--- config.mk ---
export PLATFORM = sky130hd
export DESIGN_NAME = osr_uart_rx
export DESIGN_NICKNAME = d
export VERILOG_FILES = /design/src/rtl/osr_rx_pkg.sv /design/src/rtl/osr_rx_cfg.sv /design/src/rtl/osr_rx_front.sv /design/src/rtl/osr_rx_frame.sv /design/src/rtl/osr_rx_idle.sv /design/src/rtl/osr_uart_rx.sv
export SDC_FILE = /design/constraint.sdc
export NUM_CORES = 1
export LEC_CHECK = 0
export ABC_CLOCK_PERIOD_IN_PS = 5100
export CAP_MARGIN = 30
export CORE_ASPECT_RATIO = 2
export CORE_MARGIN = 2
export CORE_UTILIZATION = 61
export DETAILED_ROUTE_END_ITERATION = 10
export PLACE_DENSITY = 0.9
export SYNTH_ARGS = -nofsm -noshare
export SYNTH_HDL_FRONTEND = slang
export SYNTH_HIERARCHICAL = 1
export SYNTH_SLANG_ARGS = --single-unit
--- constraint.sdc ---
create_clock -name clk -period 5.1 [get_ports clk]
set_input_delay 0.51 -clock clk [delete_from_list [all_inputs] [get_ports clk]]
set_output_delay 0.51 -clock clk [all_outputs]
set_load 0.02 [all_outputs]
--- src/rtl/osr_rx_pkg.sv ---
package osr_rx_pkg;

  typedef enum logic [1:0] {
    ST_IDLE  = 2'd0,
    ST_START = 2'd1,
    ST_DATA  = 2'd2,
    ST_STOP  = 2'd3
  } rx_state_e;

  // ratio from the field value, raised to a floor
  function automatic int unsigned ratio_of(input int unsigned fld,
                                           input int unsigned floor_r);
    return ((fld + 1) < floor_r) ? floor_r : (fld + 1);
  endfunction

  // dual-edge ticking is forced below a threshold ratio
  function automatic logic dual_of(input int unsigned ratio, input logic en,
                                   input int unsigned below);
    return (ratio < below) || en;
  endfunction

  // ticks per bit
  function automatic int unsigned spb_of(input int unsigned ratio, input logic dual);
    return dual ? (2 * ratio) : ratio;
  endfunction

  function automatic logic maj3(input logic a, input logic b, input logic c);
    return (a & b) | (a & c) | (b & c);
  endfunction

endpackage

--- src/rtl/osr_rx_cfg.sv ---
module osr_rx_cfg
  import osr_rx_pkg::*;
#(
  parameter int OSR_W      = 5,
  parameter int SPB_W      = 7,
  parameter int MIN_RATIO  = 4,
  parameter int DUAL_BELOW = 8
) (
  input  logic             clk,
  input  logic             rst_n,
  input  logic             rx_en,
  input  logic [OSR_W-1:0] osr_field,
  input  logic             dual_edge_en,
  input  logic             resync_dis,
  output logic [SPB_W-1:0] spb,
  output logic             dual_act,
  output logic             resync_en
);

  logic [OSR_W-1:0] field_q;
  logic             dual_q;
  logic             rsdis_q;

  // shadow copy follows the inputs only while the receiver is off
  always_ff @(posedge clk or negedge rst_n) begin
    if (!rst_n) begin
      field_q <= OSR_W'(15);
      dual_q  <= 1'b0;
      rsdis_q <= 1'b0;
    end else if (!rx_en) begin
      field_q <= osr_field;
      dual_q  <= dual_edge_en;
      rsdis_q <= resync_dis;
    end
  end

  int unsigned ratio;
  always_comb begin
    ratio    = ratio_of(int'(field_q), MIN_RATIO);
    dual_act = dual_of(ratio, dual_q, DUAL_BELOW);
    spb      = SPB_W'(spb_of(ratio, dual_act));
  end

  assign resync_en = !rsdis_q;


  cfg_hold_chk: assert property (@(posedge clk) disable iff (!rst_n)
    (rx_en && $past(rx_en)) |-> ($stable(spb) && $stable(dual_act) && $stable(resync_en)));

endmodule

--- src/rtl/osr_rx_front.sv ---
module osr_rx_front (
  input  logic clk,
  input  logic rst_n,
  input  logic rxd,
  input  logic baud_clk,
  input  logic dual_act,
  output logic rx_s,
  output logic rx_fall,
  output logic tick
);

  logic rx_meta, rx_prev;
  logic bc_meta, bc_s, bc_prev;

  always_ff @(posedge clk or negedge rst_n) begin
    if (!rst_n) begin
      rx_meta <= 1'b1;
      rx_s    <= 1'b1;
      rx_prev <= 1'b1;
      bc_meta <= 1'b0;
      bc_s    <= 1'b0;
      bc_prev <= 1'b0;
    end else begin
      rx_meta <= rxd;
      rx_s    <= rx_meta;
      rx_prev <= rx_s;
      bc_meta <= baud_clk;
      bc_s    <= bc_meta;
      bc_prev <= bc_s;
    end
  end

  assign rx_fall = rx_prev & ~rx_s;
  assign tick    = (bc_s & ~bc_prev) | (dual_act & ~bc_s & bc_prev);

endmodule

--- src/rtl/osr_rx_frame.sv ---
module osr_rx_frame
  import osr_rx_pkg::*;
#(
  parameter int DATA_BITS = 8,
  parameter int CNT_W     = 6,
  parameter int SPB_W     = 7
) (
  input  logic                 clk,
  input  logic                 rst_n,
  input  logic                 rx_en,
  input  logic                 tick,
  input  logic                 rx_s,
  input  logic                 rx_fall,
  input  logic [SPB_W-1:0]     spb,
  input  logic                 resync_en,
  output logic [DATA_BITS-1:0] data,
  output logic                 valid,
  output logic                 ferr,
  output logic                 start_evt,
  output logic                 stop_evt
);

  localparam int BIT_W = $clog2(DATA_BITS);

  rx_state_e            st;
  logic [CNT_W-1:0]     cnt;
  logic [BIT_W-1:0]     bitn;
  logic                 s0, s1;
  logic [DATA_BITS-1:0] shreg;

  logic [CNT_W-1:0] half, half_lo, half_hi, last;
  logic maj, last_bit, rs_fall, early, late, at_vote;

  always_comb begin
    half     = CNT_W'(spb >> 1);
    half_lo  = half - CNT_W'(1);
    half_hi  = half + CNT_W'(1);
    last     = CNT_W'(spb - SPB_W'(1));
    maj      = maj3(s0, s1, rx_s);
    last_bit = (bitn == BIT_W'(DATA_BITS - 1));
    rs_fall  = resync_en && rx_fall && (st == ST_DATA);
    early    = rs_fall && (cnt < half_lo);
    late     = rs_fall && (cnt > half_hi);
    at_vote  = tick && (cnt == half_hi);
  end

  assign start_evt = rx_en && (st == ST_IDLE) && rx_fall;
  assign stop_evt  = rx_en && (st == ST_STOP) && at_vote;

  always_ff @(posedge clk or negedge rst_n) begin
    if (!rst_n) begin
      st    <= ST_IDLE;
      cnt   <= '0;
      bitn  <= '0;
      s0    <= 1'b1;
      s1    <= 1'b1;
      shreg <= '0;
      data  <= '0;
      valid <= 1'b0;
      ferr  <= 1'b0;
    end else if (!rx_en) begin
      st    <= ST_IDLE;
      cnt   <= '0;
      valid <= 1'b0;
    end else begin
      valid <= 1'b0;
      unique case (st)
        ST_IDLE: begin
          if (rx_fall) begin
            st  <= ST_START;
            cnt <= '0;
          end
        end
        ST_START: begin
          if (tick) begin
            if (cnt == half && rx_s) begin
              st <= ST_IDLE;
            end else if (cnt == last) begin
              st   <= ST_DATA;
              cnt  <= '0;
              bitn <= '0;
            end else begin
              cnt <= cnt + CNT_W'(1);
            end
          end
        end
        ST_DATA: begin
          if (early) begin
            cnt <= '0;
          end else if (late) begin
            cnt <= '0;
            if (last_bit) st <= ST_STOP;
            else          bitn <= bitn + BIT_W'(1);
          end else if (tick) begin
            if (cnt == half_lo) s0 <= rx_s;
            if (cnt == half)    s1 <= rx_s;
            if (cnt == half_hi) shreg <= {maj, shreg[DATA_BITS-1:1]};
            if (cnt == last) begin
              cnt <= '0;
              if (last_bit) st <= ST_STOP;
              else          bitn <= bitn + BIT_W'(1);
            end else begin
              cnt <= cnt + CNT_W'(1);
            end
          end
        end
        ST_STOP: begin
          if (tick) begin
            if (cnt == half_lo) s0 <= rx_s;
            if (cnt == half)    s1 <= rx_s;
            if (cnt == half_hi) begin
              data  <= shreg;
              ferr  <= !maj;
              valid <= 1'b1;
              st    <= ST_IDLE;
            end else begin
              cnt <= cnt + CNT_W'(1);
            end
          end
        end
        default: st <= ST_IDLE;
      endcase
    end
  end


  valid_pulse_chk: assert property (@(posedge clk) disable iff (!rst_n)
    valid |=> !valid);


  valid_src_chk: assert property (@(posedge clk) disable iff (!rst_n)
    valid |-> ($past(st == ST_STOP) && $past(rx_en)));


  start_entry_chk: assert property (@(posedge clk) disable iff (!rst_n)
    ((st == ST_START) && $past(st == ST_IDLE)) |-> $past(rx_fall));


  cnt_range_chk: assert property (@(posedge clk) disable iff (!rst_n)
    (st != ST_IDLE) |-> (cnt <= last));


  no_resync_chk: assert property (@(posedge clk) disable iff (!rst_n)
    (!resync_en && (st == ST_DATA) && $past(st == ST_DATA) && (cnt != $past(cnt)))
      |-> $past(tick));

endmodule

--- src/rtl/osr_rx_idle.sv ---
module osr_rx_idle #(
  parameter int SPB_W      = 7,
  parameter int FRAME_BITS = 10,
  parameter int IDLE_W     = 10
) (
  input  logic             clk,
  input  logic             rst_n,
  input  logic             rx_en,
  input  logic             tick,
  input  logic             start_evt,
  input  logic             stop_evt,
  input  logic [SPB_W-1:0] spb,
  output logic             idle_line
);

  logic              armed;
  logic [IDLE_W-1:0] cnt;
  logic [IDLE_W-1:0] limit_m1;

  always_comb limit_m1 = IDLE_W'(FRAME_BITS * int'(spb) - 1);

  always_ff @(posedge clk or negedge rst_n) begin
    if (!rst_n) begin
      armed     <= 1'b0;
      cnt       <= '0;
      idle_line <= 1'b0;
    end else if (!rx_en || start_evt) begin
      armed     <= 1'b0;
      cnt       <= '0;
      idle_line <= 1'b0;
    end else if (stop_evt) begin
      armed     <= 1'b1;
      cnt       <= '0;
      idle_line <= 1'b0;
    end else if (armed && tick) begin
      if (cnt == limit_m1) begin
        idle_line <= 1'b1;
        armed     <= 1'b0;
      end else begin
        cnt <= cnt + IDLE_W'(1);
      end
    end
  end


  idle_rise_chk: assert property (@(posedge clk) disable iff (!rst_n)
    $rose(idle_line) |-> ($past(armed) && $past(tick)));


  idle_clear_chk: assert property (@(posedge clk) disable iff (!rst_n)
    start_evt |=> !idle_line);

endmodule

--- src/rtl/osr_uart_rx.sv ---
module osr_uart_rx #(
  parameter int OSR_W      = 5,
  parameter int DATA_BITS  = 8,
  parameter int MIN_RATIO  = 4,
  parameter int DUAL_BELOW = 8
) (
  input  logic                 clk,
  input  logic                 rst_n,
  input  logic                 rx_en,
  input  logic                 baud_clk,
  input  logic [OSR_W-1:0]     osr_field,
  input  logic                 dual_edge_en,
  input  logic                 resync_dis,
  input  logic                 rxd,
  output logic [DATA_BITS-1:0] rx_data,
  output logic                 rx_valid,
  output logic                 frame_err,
  output logic                 idle_line
);

  localparam int MAX_RATIO  = 1 << OSR_W;
  localparam int CNT_W      = $clog2(2 * MAX_RATIO);
  localparam int SPB_W      = CNT_W + 1;
  localparam int FRAME_BITS = DATA_BITS + 2;
  localparam int IDLE_W     = $clog2(FRAME_BITS * 2 * MAX_RATIO);

  logic [SPB_W-1:0] spb;
  logic dual_act, resync_en;
  logic rx_s, rx_fall, tick;
  logic start_evt, stop_evt;

  osr_rx_cfg #(
    .OSR_W(OSR_W), .SPB_W(SPB_W), .MIN_RATIO(MIN_RATIO), .DUAL_BELOW(DUAL_BELOW)
  ) u_cfg (
    .clk(clk), .rst_n(rst_n), .rx_en(rx_en), .osr_field(osr_field),
    .dual_edge_en(dual_edge_en), .resync_dis(resync_dis),
    .spb(spb), .dual_act(dual_act), .resync_en(resync_en)
  );

  osr_rx_front u_front (
    .clk(clk), .rst_n(rst_n), .rxd(rxd), .baud_clk(baud_clk), .dual_act(dual_act),
    .rx_s(rx_s), .rx_fall(rx_fall), .tick(tick)
  );

  osr_rx_frame #(
    .DATA_BITS(DATA_BITS), .CNT_W(CNT_W), .SPB_W(SPB_W)
  ) u_frame (
    .clk(clk), .rst_n(rst_n), .rx_en(rx_en), .tick(tick), .rx_s(rx_s),
    .rx_fall(rx_fall), .spb(spb), .resync_en(resync_en),
    .data(rx_data), .valid(rx_valid), .ferr(frame_err),
    .start_evt(start_evt), .stop_evt(stop_evt)
  );

  osr_rx_idle #(
    .SPB_W(SPB_W), .FRAME_BITS(FRAME_BITS), .IDLE_W(IDLE_W)
  ) u_idle (
    .clk(clk), .rst_n(rst_n), .rx_en(rx_en), .tick(tick),
    .start_evt(start_evt), .stop_evt(stop_evt), .spb(spb), .idle_line(idle_line)
  );


  idle_off_chk: assert property (@(posedge clk) disable iff (!rst_n)
    (!rx_en && !$past(rx_en)) |-> (!idle_line && !rx_valid));

endmodule

---- After elaboration in Yosys (flattened, before gate mapping) ----
Index checks and enable logic that the tools add are counted.
word-level totals
  flip-flop bits (word level) ............. 56
  logic and storage cells ................. 167
cells by class
  $add $sub $neg .......................... 8
  multipliers ............................. 1
  order comparisons ....................... 4
  equal/unequal tests ..................... 28
  multiplexer cells ....................... 61
  bitwise gates (word level) .............. 15
  reductions and logical operators ........ 29
operator list
  operator                 number
  $mux W6                  11
  $mux W10                 4
  $lt A32 B3 Y1 const B    1
  $lt A32 B4 Y1 const B    1
  $eq A6 B6 Y1             4
  $mux W2                  12
  $mux W3                  8
  $pmux W6 S4              1
  $mux W1                  20
  $ne A3 B2 Y1 const B     6
  $reduce_and A8 Y1        2
  $add A6 B1 Y6 const B    2
  $reduce_and A6 Y1        2
  $sub A6 B1 Y6 const B    2
  $logic_and A1 B1 Y1      11
  $add A10 B1 Y10 const B  1
  $eq A10 B10 Y1           1
  $sub A10 B2 Y10 const B  1
  $mul A3 B7 Y9 const A    1
  $ne A3 B3 Y1 const B     3
  $ne A4 B2 Y1 const B     2
  $pmux W2 S4              1
  $reduce_and A4 Y1        2
  $and A1 B1 Y1            7
  other kinds (23)         40

---- Logic depth before layout (Yosys ltp) ----
Gate-level depths: netlist of the first run.
  depth after elaboration ................. 14
  depth in mapped cells ................... 18
  depth with buffers taken out ............ 17

---- By module ----
Netlist of the first run, hierarchy kept.
modules (own cells, without submodules)
  module        instances  cells an instance  area each (µm²)  seq. area each (µm²)
  osr_rx_frame  1          211                2253.4           778.2
  osr_rx_idle   1          123                1174.9           300.3
  osr_rx_cfg    1          59                 545.5            180.2
  osr_rx_front  1          10                 180.2            153.9

---- Least setup slack after synthesis of the first run ----
Ideal clock, no wire load.
  path type ............................... register to register
  from .................................... register u_cfg.field_q[0]
  to ...................................... register u_idle.cnt[7]
  library setup time ...................... 0.078 ns
  data arrival time ....................... 4.473 ns
  slack ................................... 0.548 ns
  stages on the path, launching flop included .. 18
  buffers on the path ..................... 1
  cells stage by stage .................... dfstp_2 -> ha_1 -> buf_6 -> nor3b_1 -> a311o_2 -> nor3_1 -> ha_1 -> ha_1 -> inv_1 -> fa_1 -> nand2b_1 -> a21oi_2 -> xor2_2 -> xnor3_1 -> nor4_4 -> a21oi_2 -> a21o_1 -> a21oi_1
RTL lines
  item                                    RTL line           source
  start, declared                         osr_rx_cfg.sv:20   logic [OSR_W-1:0] field_q;
  start signal, assigned                  osr_rx_cfg.sv:31   field_q <= osr_field;
  $add A5 B1 Y6 (*)                       osr_rx_pkg.sv:13   return ((fld + 1) < floor_r) ? floor_r : (fld + 1);
  $lt A32 B3 Y1                           osr_rx_pkg.sv:13
  $mux W6 (*)                             osr_rx_pkg.sv:13
  $lt A32 B4 Y1 (*)                       osr_rx_pkg.sv:19   return (ratio < below) || en;
  $logic_or A1 B1 Y1 (*)                  osr_rx_pkg.sv:19
  named net dual_act                      osr_uart_rx.sv:28  logic dual_act, resync_en;
  $mux W7 (*)                             osr_rx_pkg.sv:24   return dual ? (2 * ratio) : ratio;
  named net spb[0]                        osr_uart_rx.sv:27  logic [SPB_W-1:0] spb;
  $mul A3 B7 Y9 (*)                       osr_rx_idle.sv:20  always_comb limit_m1 = IDLE_W'(FRAME_BITS * int'(spb) - 1);
  $sub A10 B2 Y10 (*)                     osr_rx_idle.sv:20
  $eq A10 B10 Y1 (*)                      osr_rx_idle.sv:36  if (cnt == limit_m1) begin
  $ne A3 B2 Y1 (no source line) (*)       -
  $reduce_and A2 Y1 (no source line) (*)  -
  end signal, assigned                    osr_rx_idle.sv:40  cnt <= cnt + IDLE_W'(1);
  end, declared                           osr_rx_idle.sv:17  logic [IDLE_W-1:0] cnt;
Mark *: on every way through the listed nets, which the timed path passes. The rest lies on a longest branch.
A chain may end at the register's enable or synchronous reset.

---- Worst setup path in the final report of the first run ----
  from .................................... register u_cfg.field_q[0]
  to ...................................... register u_idle.cnt[2]
on the way
  cells in the longest elaborated chain, start to end .. 12
ends and longest elaborated chain
  item                                                                     RTL line
  $add A5 B1 Y6 (*)                                                        osr_rx_pkg.sv:13
  $lt A32 B3 Y1                                                            osr_rx_pkg.sv:13
  $mux W6 (*)                                                              osr_rx_pkg.sv:13
  $lt A32 B4 Y1 (*)                                                        osr_rx_pkg.sv:19
  $logic_or A1 B1 Y1 (*)                                                   osr_rx_pkg.sv:19
  named net dual_act                                                       osr_uart_rx.sv:28
  $mux W7 (*)                                                              osr_rx_pkg.sv:24
  named net spb[2]                                                         osr_uart_rx.sv:27
  parallel branches: the longest is 6 deep, another holds $sub A10 B2 Y10  -
Mark *: on every way through the listed nets, which the timed path passes.

==> flow_summary_export.csv, run 1 <==
group,metric,value,unit
sta,fmax,0.2079,GHz
finish,final_common_cell,"dfrtp_1",
die,die_h,120.7,um
sta,fin_crit,4810,ps
worst_setup_path,critPathKind,"flop to flop",
worst_setup_path,cp_max_fo,10,
clock_tree,clkTransAtPathRegs,80,ps
clock_tree,cts_hold_buffers,0,
worst_setup_path,crit_buf_inv,2,
finish,final_cell_count_no_fill,513,
finish,n_antenna_cell,0,
placement,place_area,4422,um2
placement,gp_congestion,0.9841,
pwr,irDropWorstVdd,288.4,uV
pwr,leakage,1.963,nW
worst_setup_path,cp_slowest_stage_delay,610,ps
hold_path,hold_class,"input pin to asynchronous set/reset pin",
global_routing,grt_max_degree,57,
synthesis,synth_ff_type,"dfrtp_1",
worst_setup_path,path_cells,"ha_1 -> nor3b_1 -> a311o_2 -> nor2_1 -> a31o_1 -> ha_1 -> ha_1 -> inv_1 -> fa_1 -> nand2b_1 -> a21oi_2 -> xor2_2 -> xnor3_1 -> nor4_4 -> buf_4 -> a21oi_2 -> a21bo_1 -> a21oi_1",
placement,dp.cells,504,
synthesis,synthCells,403,
synthesis,syn_avg_cell_area,10.31,um2
worst_setup_path,crit_family,"compound AO/OA/AOI/OAI gates",
die,dieWidth,62.35,um
sta,setup_slack,290.1,ps
detailed_routing,wirelength,9.062,mm
sta,slew_headroom,0.5377,
worst_setup_path,cp.arrival,5040,ps
synthesis,ys_warn_count,6,
detailed_routing,met3_length,262,um
finish,finalInstanceArea,4591,um2
die,dieArea,7526,um2
synthesis,ys_types,85,
pwr,power.density,297.5,nW/um2
die,initial_core_util,0.6274,
die,rows,42,
global_routing,grt_pass1_vias,3291,
detailed_routing,wl_met2,5.151,mm
die,core,6621,um2
sta,finalSetupViolations,0,
clock_tree,cts_tree,"built",
synthesis,synth-seq-area-share,0.3401,
detailed_routing,vias,3205,
sta,finalClockSkew,6.673,ps
sta,tns,0,ps
sta,hold_viol,0,
global_routing,overflow,0,
placement,dpl_worst_slack,335.8,ps
sta,fin_crit_sh,0.9431,
clock_tree,clkLatencyLatePin,310,ps
detailed_routing,ant_nets,0,
clock_tree,cts_max_level,2,
detailed_routing,wl_per_cell,17.66,um
worst_setup_path,cp_slowest_cell,"dfstp_2",
die,pin_count,23,
synthesis,synth_top_area_frac,0.2831,
placement,hpwlAfterDp,6.542,mm
worst_setup_path,critPathRequiredTime,5330,ps
finish,final_util,0.6933,
detailed_routing,drt_iter0_drc,140,
global_routing,antenna_found_initial,0,
finish,drive_above_1_share,0.1741,
detailed_routing,wl_met1,3.355,mm
clock_tree,cts_buffers,5,
placement,io_buffers,22,
synthesis,synth_fp_nets,447,
pwr,power.total,1.365,mW
synthesis,synth_edf_count,0,
clock_tree,clockBufferDepth,2,
clock_tree,cts_sinks,56,
worst_setup_path,r2r_cells,18,
flow_run,max_cap_viol_count,0,
sta,holdWs,320.3,ps
global_routing,grt_use_total,0.2536,
finish,mostFrequentLayoutCells,"47 x dfrtp_1, 31 x ha_1, 27 x xnor2_1, 23 x nor2_1, 23 x nand3_1",
finish,num-nets-final,468,
worst_setup_path,cpMostUsedCell,"ha_1",
synthesis,synth.cell_area,4154,um2
worst_setup_path,endpoint_kind,"flop",
sta,slew_violations,0,
finish,area_growth,10.51,%
detailed_routing,routed.top_layer,"met4",
synthesis,yosys.area.top_type,"dfrtp_1",
detailed_routing,drc,0,
clock_tree,root_buffer,"clkbuf_16",
synthesis,synthTopCellsByArea,"dfrtp_1 28%, ha_1 9.3%, dfstp_2 5.7%, xnor2_1 5.7%, mux2_2 5.2%",
global_routing,grt_pass1_wl,15.22,mm
synthesis,ys_async_sr_fraction,1.000,
synthesis,ys_ff_latch,56,
detailed_routing,dr.pass1.iters,4,
worst_setup_path,path_depth,18,
sta,tightest_slew,693.4,ps
status,run_status,"complete, no violations",
sta,rsz0062_at_grt,"no",
worst_setup_path,cp-start-kind,"flop",
detailed_routing,viasPerCell,6.248,
[kinds of logic after synthesis]
logic type	synth area share
XOR/XNOR	0.09097
AND/OR/NAND/NOR	0.1861
flip-flops	0.3401
multiplexers	0.08283
buffers and inverters	0.04457
adder cells (fa/ha/maj)	0.1006
AO/OA/AOI/OAI	0.1548
[synth_stat cells (all sizes together) (5+ instances only)]
library cell,instances
nand2,18
nand4,7
nand3,23
nand2b,7
nand3b,6
xnor2,27
ha,31
buf,11
mux2,27
xor2,10
dfstp,9
dfrtp,47
o21ai,14
a211oi,5
nor3b,6
and3,6
a21oi,15
nor2b,5
a31oi,5
a21o,8
nor3,10
nor2,24
inv,21
[routing by layer]
layer	vias up	GRT usage
met5	-	0
met2	71	0.4776
met4	0	0.1347
li1	1503	-
met3	26	0.03256
met1	1605	0.2707
[power breakdown]
group	total (mW)	internal, mW	leakage [nW]	switching, mW
Clock	0.369	0.190	0.0767	0.180
Combinational	0.519	0.228	1.16	0.291
Sequential	0.477	0.458	0.730	0.0183
[state kept, by name, summed over array words and instances (netlist names), 2 cells and up]
name and flops:
u_frame/bitn 3, u_frame/data 8, u_frame/st 2, u_idle/cnt 10
u_cfg/field_q 5, u_frame/shreg 8, u_frame/cnt 6
[cell type report]
| cell class | instances | area [um2] |
|---|---|---|
| sequential | 56 | 1413 |
| timing repair buffer | 29 | 267.8 |
| multi-input combinational | 310 | 2564 |
| inverter | 22 | 82.58 |
| clock inverter | 3 | 28.78 |
| fill | 514 | 2031 |
| tap | 88 | 110.1 |
| clock buffer | 5 | 125.1 |
[path summary, 6_finish.rpt]
kind                             startpoint               to  slack (ps)
max                        u_cfg/field_q[0]    u_idle/cnt[2]         290
min                                   rst_n  u_frame/data[2]         320
max in group asynchronous             rst_n  u_frame/bitn[0]        4310
max reg2reg                u_cfg/field_q[0]    u_idle/cnt[2]         290
min in group clk            u_front/rx_meta     u_front/rx_s         360
min reg2reg                 u_front/rx_meta     u_front/rx_s         360
[what timing repair did]
item	CTS	global route
buffers inserted	0	1
gates resized for setup	0	1
setup endpoints to repair	0	9
hold endpoints to repair	0	0
Power figures use the tool's default switching activity.
==> run 2, diff against run 1 <==
--- a/config.mk
+++ b/config.mk
@@ -11,7 +11,7 @@
 export CORE_MARGIN = 2
 export CORE_UTILIZATION = 61
 export DETAILED_ROUTE_END_ITERATION = 10
-export PLACE_DENSITY = 0.9
+export PLACE_DENSITY = 0.84
 export SYNTH_ARGS = -nofsm -noshare
 export SYNTH_HDL_FRONTEND = slang
 export SYNTH_HIERARCHICAL = 1
==> run 2 against run 1 <==
  * Non-clock buffer count grew 1
  * Die area is the same
  * Critical path type unchanged
  * Final area grew 1.0%
  * Worst setup slack gained 76 ps
  * Critical endpoint is now u_idle/armed
  * Critical path depth grew 1
==> flow_summary_export.csv, run 2 (synthesis gave the netlist of run 1 again) <==
group,metric,value,unit
status,run_status,"complete, no violations",
finish,mostFrequentLayoutCells,"47 x dfrtp_1, 31 x ha_1, 27 x xnor2_1, 23 x nor2_1, 23 x nand3_1",
detailed_routing,dr.pass1.iters,4,
sta,tightest_slew,685.8,ps
global_routing,grt_pass1_wl,15.25,mm
clock_tree,cts_max_level,2,
worst_setup_path,crit_buf_inv,3,
detailed_routing,vias,3218,
sta,finalClockSkew,9.578,ps
die,pin_count,23,
worst_setup_path,cpMostUsedCell,"ha_1",
worst_setup_path,critPathRequiredTime,5280,ps
sta,fin_crit,4734,ps
worst_setup_path,path_cells,"ha_1 -> nor3b_1 -> a311o_2 -> nor2_1 -> a31o_1 -> ha_1 -> ha_1 -> inv_1 -> fa_1 -> nand2b_1 -> a21oi_2 -> xor2_2 -> xnor3_1 -> nor4_4 -> buf_4 -> buf_4 -> nand3_1 -> a21oi_1 -> nor3b_1",
placement,hpwlAfterDp,6.687,mm
clock_tree,cts_sinks,56,
flow_run,max_cap_viol_count,0,
worst_setup_path,critPathKind,"flop to flop",
pwr,power.density,310.5,nW/um2
detailed_routing,wl_per_cell,17.36,um
detailed_routing,drt_iter0_drc,118,
worst_setup_path,ff2ff_setup_slack,370,ps
die,core,6621,um2
finish,reg_top3,"u_idle/cnt (10), u_frame/data (8), u_frame/shreg (8)",
finish,fillCellCount,503,
finish,n_antenna_cell,0,
finish,final_util,0.7005,
die,rows,42,
clock_tree,clkTransAtPathRegs,70,ps
sta,fmax,0.2112,GHz
sta,fin_crit_sh,0.9282,
worst_setup_path,endpoint_kind,"flop",
sta,slew_headroom,0.5428,
detailed_routing,viasPerCell,6.261,
finish,final_cell_count_no_fill,514,
global_routing,grt_use_total,0.2527,
die,initial_core_util,0.6274,
worst_setup_path,timing.rr.start,"u_cfg/field_q[0]",
placement,place_area,4422,um2
worst_setup_path,r2r_cells,19,
sta,slew_violations,0,
global_routing,grt_max_degree,57,
clock_tree,cts_buffers,5,
die,dieArea,7526,um2
worst_setup_path,cp_max_fo,10,
pwr,irDropWorstVdd,486.7,uV
global_routing,overflow,0,
clock_tree,clkLatencyLatePin,300,ps
detailed_routing,wirelength,8.921,mm
finish,final_common_cell,"dfrtp_1",
finish,area_growth,11.66,%
sta,finalSetupViolations,0,
hold_path,hold_class,"input pin to asynchronous set/reset pin",
die,die_h,120.7,um
worst_setup_path,cp_slowest_cell,"dfstp_2",
finish,ff_latch_area,1413,um2
worst_setup_path,crit_family,"adder cells",
clock_tree,cts_tree,"built",
sta,rsz0062_at_grt,"no",
sta,tns,0,ps
finish,multiInputGateArea,2564,um2
worst_setup_path,timing.rr.end,"u_idle/armed",
pwr,leakage,1.986,nW
finish,finalInstanceArea,4638,um2
worst_setup_path,cp.arrival,4920,ps
finish,regMostFlops,"u_idle/cnt",
detailed_routing,ant_nets,0,
finish,drive_above_1_share,0.1761,
global_routing,grt_pass1_vias,3316,
placement,io_buffers,22,
finish,largest_register_ffs,10,
detailed_routing,drc,0,
sta,holdWs,328.0,ps
clock_tree,clockBufferDepth,2,
clock_tree,cts_hold_buffers,0,
finish,num-nets-final,469,
die,dieWidth,62.35,um
global_routing,antenna_found_initial,0,
worst_setup_path,cp_slowest_stage_delay,610,ps
sta,hold_viol,0,
placement,gp_congestion,0.8985,
clock_tree,root_buffer,"clkbuf_16",
placement,dp.cells,504,
worst_setup_path,cp-start-kind,"flop",
-- run 2: changes by cell type in the layout (fill, tap and decap cells not counted), sizes merged --
cell and change:
bufinv +2, buf +1, inv -2
-- run 2: routing by layer --
layer,GRT usage,vias up,share of wire
met5,0,-,0
met1,0.2607,1602,0.37
li1,-,1512,-
met4,0.1375,0,0.032
met2,0.4851,77,0.56
met3,0.03163,27,0.035
-- run 2: metrics by stage --
stage	setup WS (ps)	total power, mW
after CTS	252.1	1.443
after detailed placement	287.5	0.9946
after floorplan	548.5	0.8988
after global routing	119.0	1.519
final	366.0	1.440
after global placement	546.7	0.9755
-- run 2: what timing repair did --
action                                  in CTS  in global routing
endpoints found under the setup margin       0                  5
endpoints found under the hold margin        0                  0
gates resized for setup                      0                  1
setup buffers                                0                  2
-- run 2: layout make-up --
cell class | instances | share of cell area
well taps | 88 | 0.02374
inverters | 22 | 0.01780
clock inverters | 3 | 0.01484
clock buffers | 5 | 0.02698
flip-flops and latches | 56 | 0.3046
multi-input cells | 310 | 0.5527
repair buffers | 30 | 0.05935
-- run 2: worst max path at each step --
stage	slack, ps	to	from	cells past startpoint
after global placement	550	u_idle/cnt[3]	u_cfg/field_q[0]	16
final	370	u_idle/armed	u_cfg/field_q[0]	19
after global routing	120	u_frame/cnt[5]	u_cfg/field_q[0]	15
after CTS	250	u_idle/cnt[2]	u_cfg/field_q[0]	16
after detailed placement	290	u_idle/cnt[3]	u_cfg/field_q[0]	16
after floorplan	550	u_idle/cnt[7]	u_cfg/field_q[0]	17
-- run 2: power by group --
part	switching, mW	total [mW]	internal [mW]
clock	0.159	0.443	0.283
combinational	0.291	0.520	0.229
sequential	0.0187	0.477	0.459
total	0.469	1.44	0.971
-- run 2: worst reg2reg max path, cell delays in order, from the launching register on --
cell      delay (ps)
dfstp_2          610
ha_1             350
nor3b_1          100
a311o_2          460
nor2_1           120
a31o_1           330
ha_1             230
ha_1             180
inv_1             60
fa_1             390
nand2b_1         170
a21oi_2          160
xor2_2           210
xnor3_1          380
nor4_4           250
buf_4            190
buf_4            120
nand3_1           70
a21oi_1          170
nor3b_1           70
==> run 3, diff against run 2 <==
--- a/config.mk
+++ b/config.mk
@@ -9,9 +9,11 @@
 export CAP_MARGIN = 30
 export CORE_ASPECT_RATIO = 2
 export CORE_MARGIN = 2
-export CORE_UTILIZATION = 61
+export CORE_UTILIZATION = 63
+export CTS_BUF_LIST = sky130_fd_sc_hd__clkbuf_8
 export DETAILED_ROUTE_END_ITERATION = 10
-export PLACE_DENSITY = 0.84
+export MAX_ROUTING_LAYER = met4
+export PLACE_DENSITY = 0.86
 export SYNTH_ARGS = -nofsm -noshare
 export SYNTH_HDL_FRONTEND = slang
 export SYNTH_HIERARCHICAL = 1
==> run 3 against run 2 <==
  * Via count is 1.7% lower
  * Largest power group unchanged
  * Combinational power is 1% higher
  * Sequential power is essentially flat
  * Largest cell class unchanged
  * Worst hold slack worse by 20 ps
==> flow_summary_export.csv, run 3 (synthesis gave the netlist of run 1 again) <==
group,metric,value,unit
finish,drive_above_1_share,0.1698,
detailed_routing,drt_iter0_drc,125,
detailed_routing,drc,0,
pwr,clkPwrFrac,0.198,
pwr,leakage,1.929,nW
worst_setup_path,crit_buf_inv,1,
finish,largest_register_ffs,10,
finish,final_util,0.7107,
placement,io_buffers,22,
detailed_routing,wirelength,8.689,mm
clock_tree,clockBufferDepth,2,
pwr,p_sw_frac,0.3631,
die,initial_core_util,0.6530,
worst_setup_path,r2r_cells,17,
clock_tree,cts_max_level,2,
sta,tightest_slew,683.3,ps
worst_setup_path,cp_max_fo,10,
worst_setup_path,path_cells,"ha_1 -> nor3b_1 -> a311o_2 -> nor2_1 -> a31o_1 -> ha_1 -> ha_1 -> inv_1 -> fa_1 -> nand2b_1 -> a21oi_2 -> xor2_2 -> xnor3_1 -> nor4_4 -> a21oi_2 -> a21o_1 -> a21oi_1",
finish,fillCellCount,504,
clock_tree,root_buffer,"clkbuf_8",
flow_run,max_cap_viol_count,0,
sta,fmax,0.2092,GHz
die,rows,41,
worst_setup_path,ff2ff_setup_slack,320,ps
global_routing,antenna_found_initial,0,
clock_tree,clkLatencyLatePin,320,ps
worst_setup_path,startpoint,"u_cfg/field_q[0]",
finish,final_common_cell,"dfrtp_1",
pwr,power.total,1.249,mW
sta,tns,0,ps
placement,place_area,4419,um2
sta,finalSetupViolations,0,
sta,holdWs,307.9,ps
finish,n_antenna_cell,0,
worst_setup_path,cp_slowest_stage_delay,620,ps
pwr,p_sw,0.4535,mW
worst_setup_path,cpMostUsedCell,"ha_1",
finish,reg_top3,"u_idle/cnt (10), u_frame/data (8), u_frame/shreg (8)",
finish,num-nets-final,467,
detailed_routing,viasPerCell,6.200,
clock_tree,cts_sinks,56,
pwr,power.density,276.2,nW/um2
detailed_routing,dr.pass1.iters,4,
sta,fin_crit,4779,ps
pwr,seqPwrFrac,0.381,
sta,finalClockSkew,13.35,ps
sta,rsz0062_at_grt,"no",
sta,hold_viol,0,
finish,ff_latch_area,1413,um2
die,dieWidth,61.42,um
worst_setup_path,cp_slowest_cell,"dfstp_2",
finish,mostFrequentLayoutCells,"47 x dfrtp_1, 31 x ha_1, 27 x xnor2_1, 23 x nor2_1, 23 x nand3_1",
worst_setup_path,timing.rr.start,"u_cfg/field_q[0]",
hold_path,hold_class,"input pin to asynchronous set/reset pin",
die,core,6361,um2
global_routing,grt_use_total,0.2658,
sta,fin_crit_sh,0.9371,
clock_tree,cts_buffers,5,
die,die_h,118.8,um
global_routing,grt_pass1_wl,14.52,mm
finish,area_growth,8.825,%
global_routing,grt_pass1_vias,3293,
clock_tree,cts_tree,"built",
worst_setup_path,cp.arrival,5030,ps
finish,regMostFlops,"u_idle/cnt",
clock_tree,clkTransAtPathRegs,100,ps
global_routing,grt_max_degree,57,
finish,finalInstanceArea,4521,um2
detailed_routing,ant_nets,0,
worst_setup_path,crit_family,"compound AO/OA/AOI/OAI gates",
sta,slew_headroom,0.5444,
worst_setup_path,endpoint_kind,"flop",
die,pin_count,23,
status,run_status,"complete, no violations",
worst_setup_path,critPathKind,"flop to flop",
worst_setup_path,cp-start-kind,"flop",
worst_setup_path,critPathRequiredTime,5350,ps
global_routing,overflow,0,
sta,slew_violations,0,
pwr,internal_power,0.7953,mW
pwr,combPwrFrac,0.421,
detailed_routing,wl_per_cell,17.04,um
placement,hpwlAfterDp,6.597,mm
detailed_routing,vias,3162,
worst_setup_path,path_depth,17,
placement,gp_congestion,0.9815,
pwr,irDropWorstVdd,288.6,uV
finish,multiInputGateArea,2564,um2
die,dieArea,7298,um2
-- run 3: cell count changes in the layout (fill, tap and decap cells not counted) --
cell        change
bufinv_16       -2
buf_4           -2
inv_6           -1
inv_1           +1
clkinvlp_4      +1
clkbuf_8        +6
clkbuf_16       -5
-- run 3: power groups by stage --
stage | Sequential [mW] | Clock, mW | Combinational, mW
finish | 0.476 | 0.247 | 0.526
detailed placement | 0.484 | 0 | 0.514
floorplan | 0.473 | 0 | 0.426
global placement | 0.483 | 0 | 0.490
CTS | 0.476 | 0.257 | 0.518
global route | 0.478 | 0.273 | 0.578
-- run 3: through the flow --
step,std cells,setup slack (ps)
finish,510,320.9
CTS,510,353.7
global placement,502,523.0
floorplan,403,548.5
global route,510,7.705
detailed placement,502,334.2
-- run 3: path summary, 6_finish.rpt --
| kind | endpoint |
|---|---|
| min in group clk | u_front/bc_s |
| setup / recovery | u_idle/cnt[5] |
| max in group asynchronous | u_frame/cnt[1] |
| hold / removal | u_idle/cnt[4] |
| hold reg to reg | u_front/bc_s |
| setup reg to reg | u_idle/cnt[5] |
-- run 3: cell type report --
cell class | count | area share
multi-input combinational | 310 | 0.5671
sequential | 56 | 0.3125
timing repair buffer | 28 | 0.05757
tap | 86 | 0.02380
clock buffer | 6 | 0.01827
inverter | 22 | 0.01827
clock inverter | 2 | 0.002491
-- run 3: timing repair --
item	CTS	global route
hold buffers	0	0
setup endpoints to repair	0	2
buffers inserted	0	0
gates resized for setup	0	1
-- run 3: metal layers --
metal  vias up  routed length (um)  track usage
li1       1503                   -            -
met1      1573                3252       0.2769
met2        64                4987       0.4661
met3        22                 180      0.03583
met4         0                 268       0.1263
met5         -                   0            -
-- run 3: worst register-to-register path: stages (launching register included) --
cell	delay [ps]
dfstp_2	620
ha_1	350
nor3b_1	100
a311o_2	460
nor2_1	120
a31o_1	360
ha_1	230
ha_1	190
inv_1	70
fa_1	390
nand2b_1	170
a21oi_2	160
xor2_2	210
xnor3_1	370
nor4_4	410
a21oi_2	210
a21o_1	190
a21oi_1	120
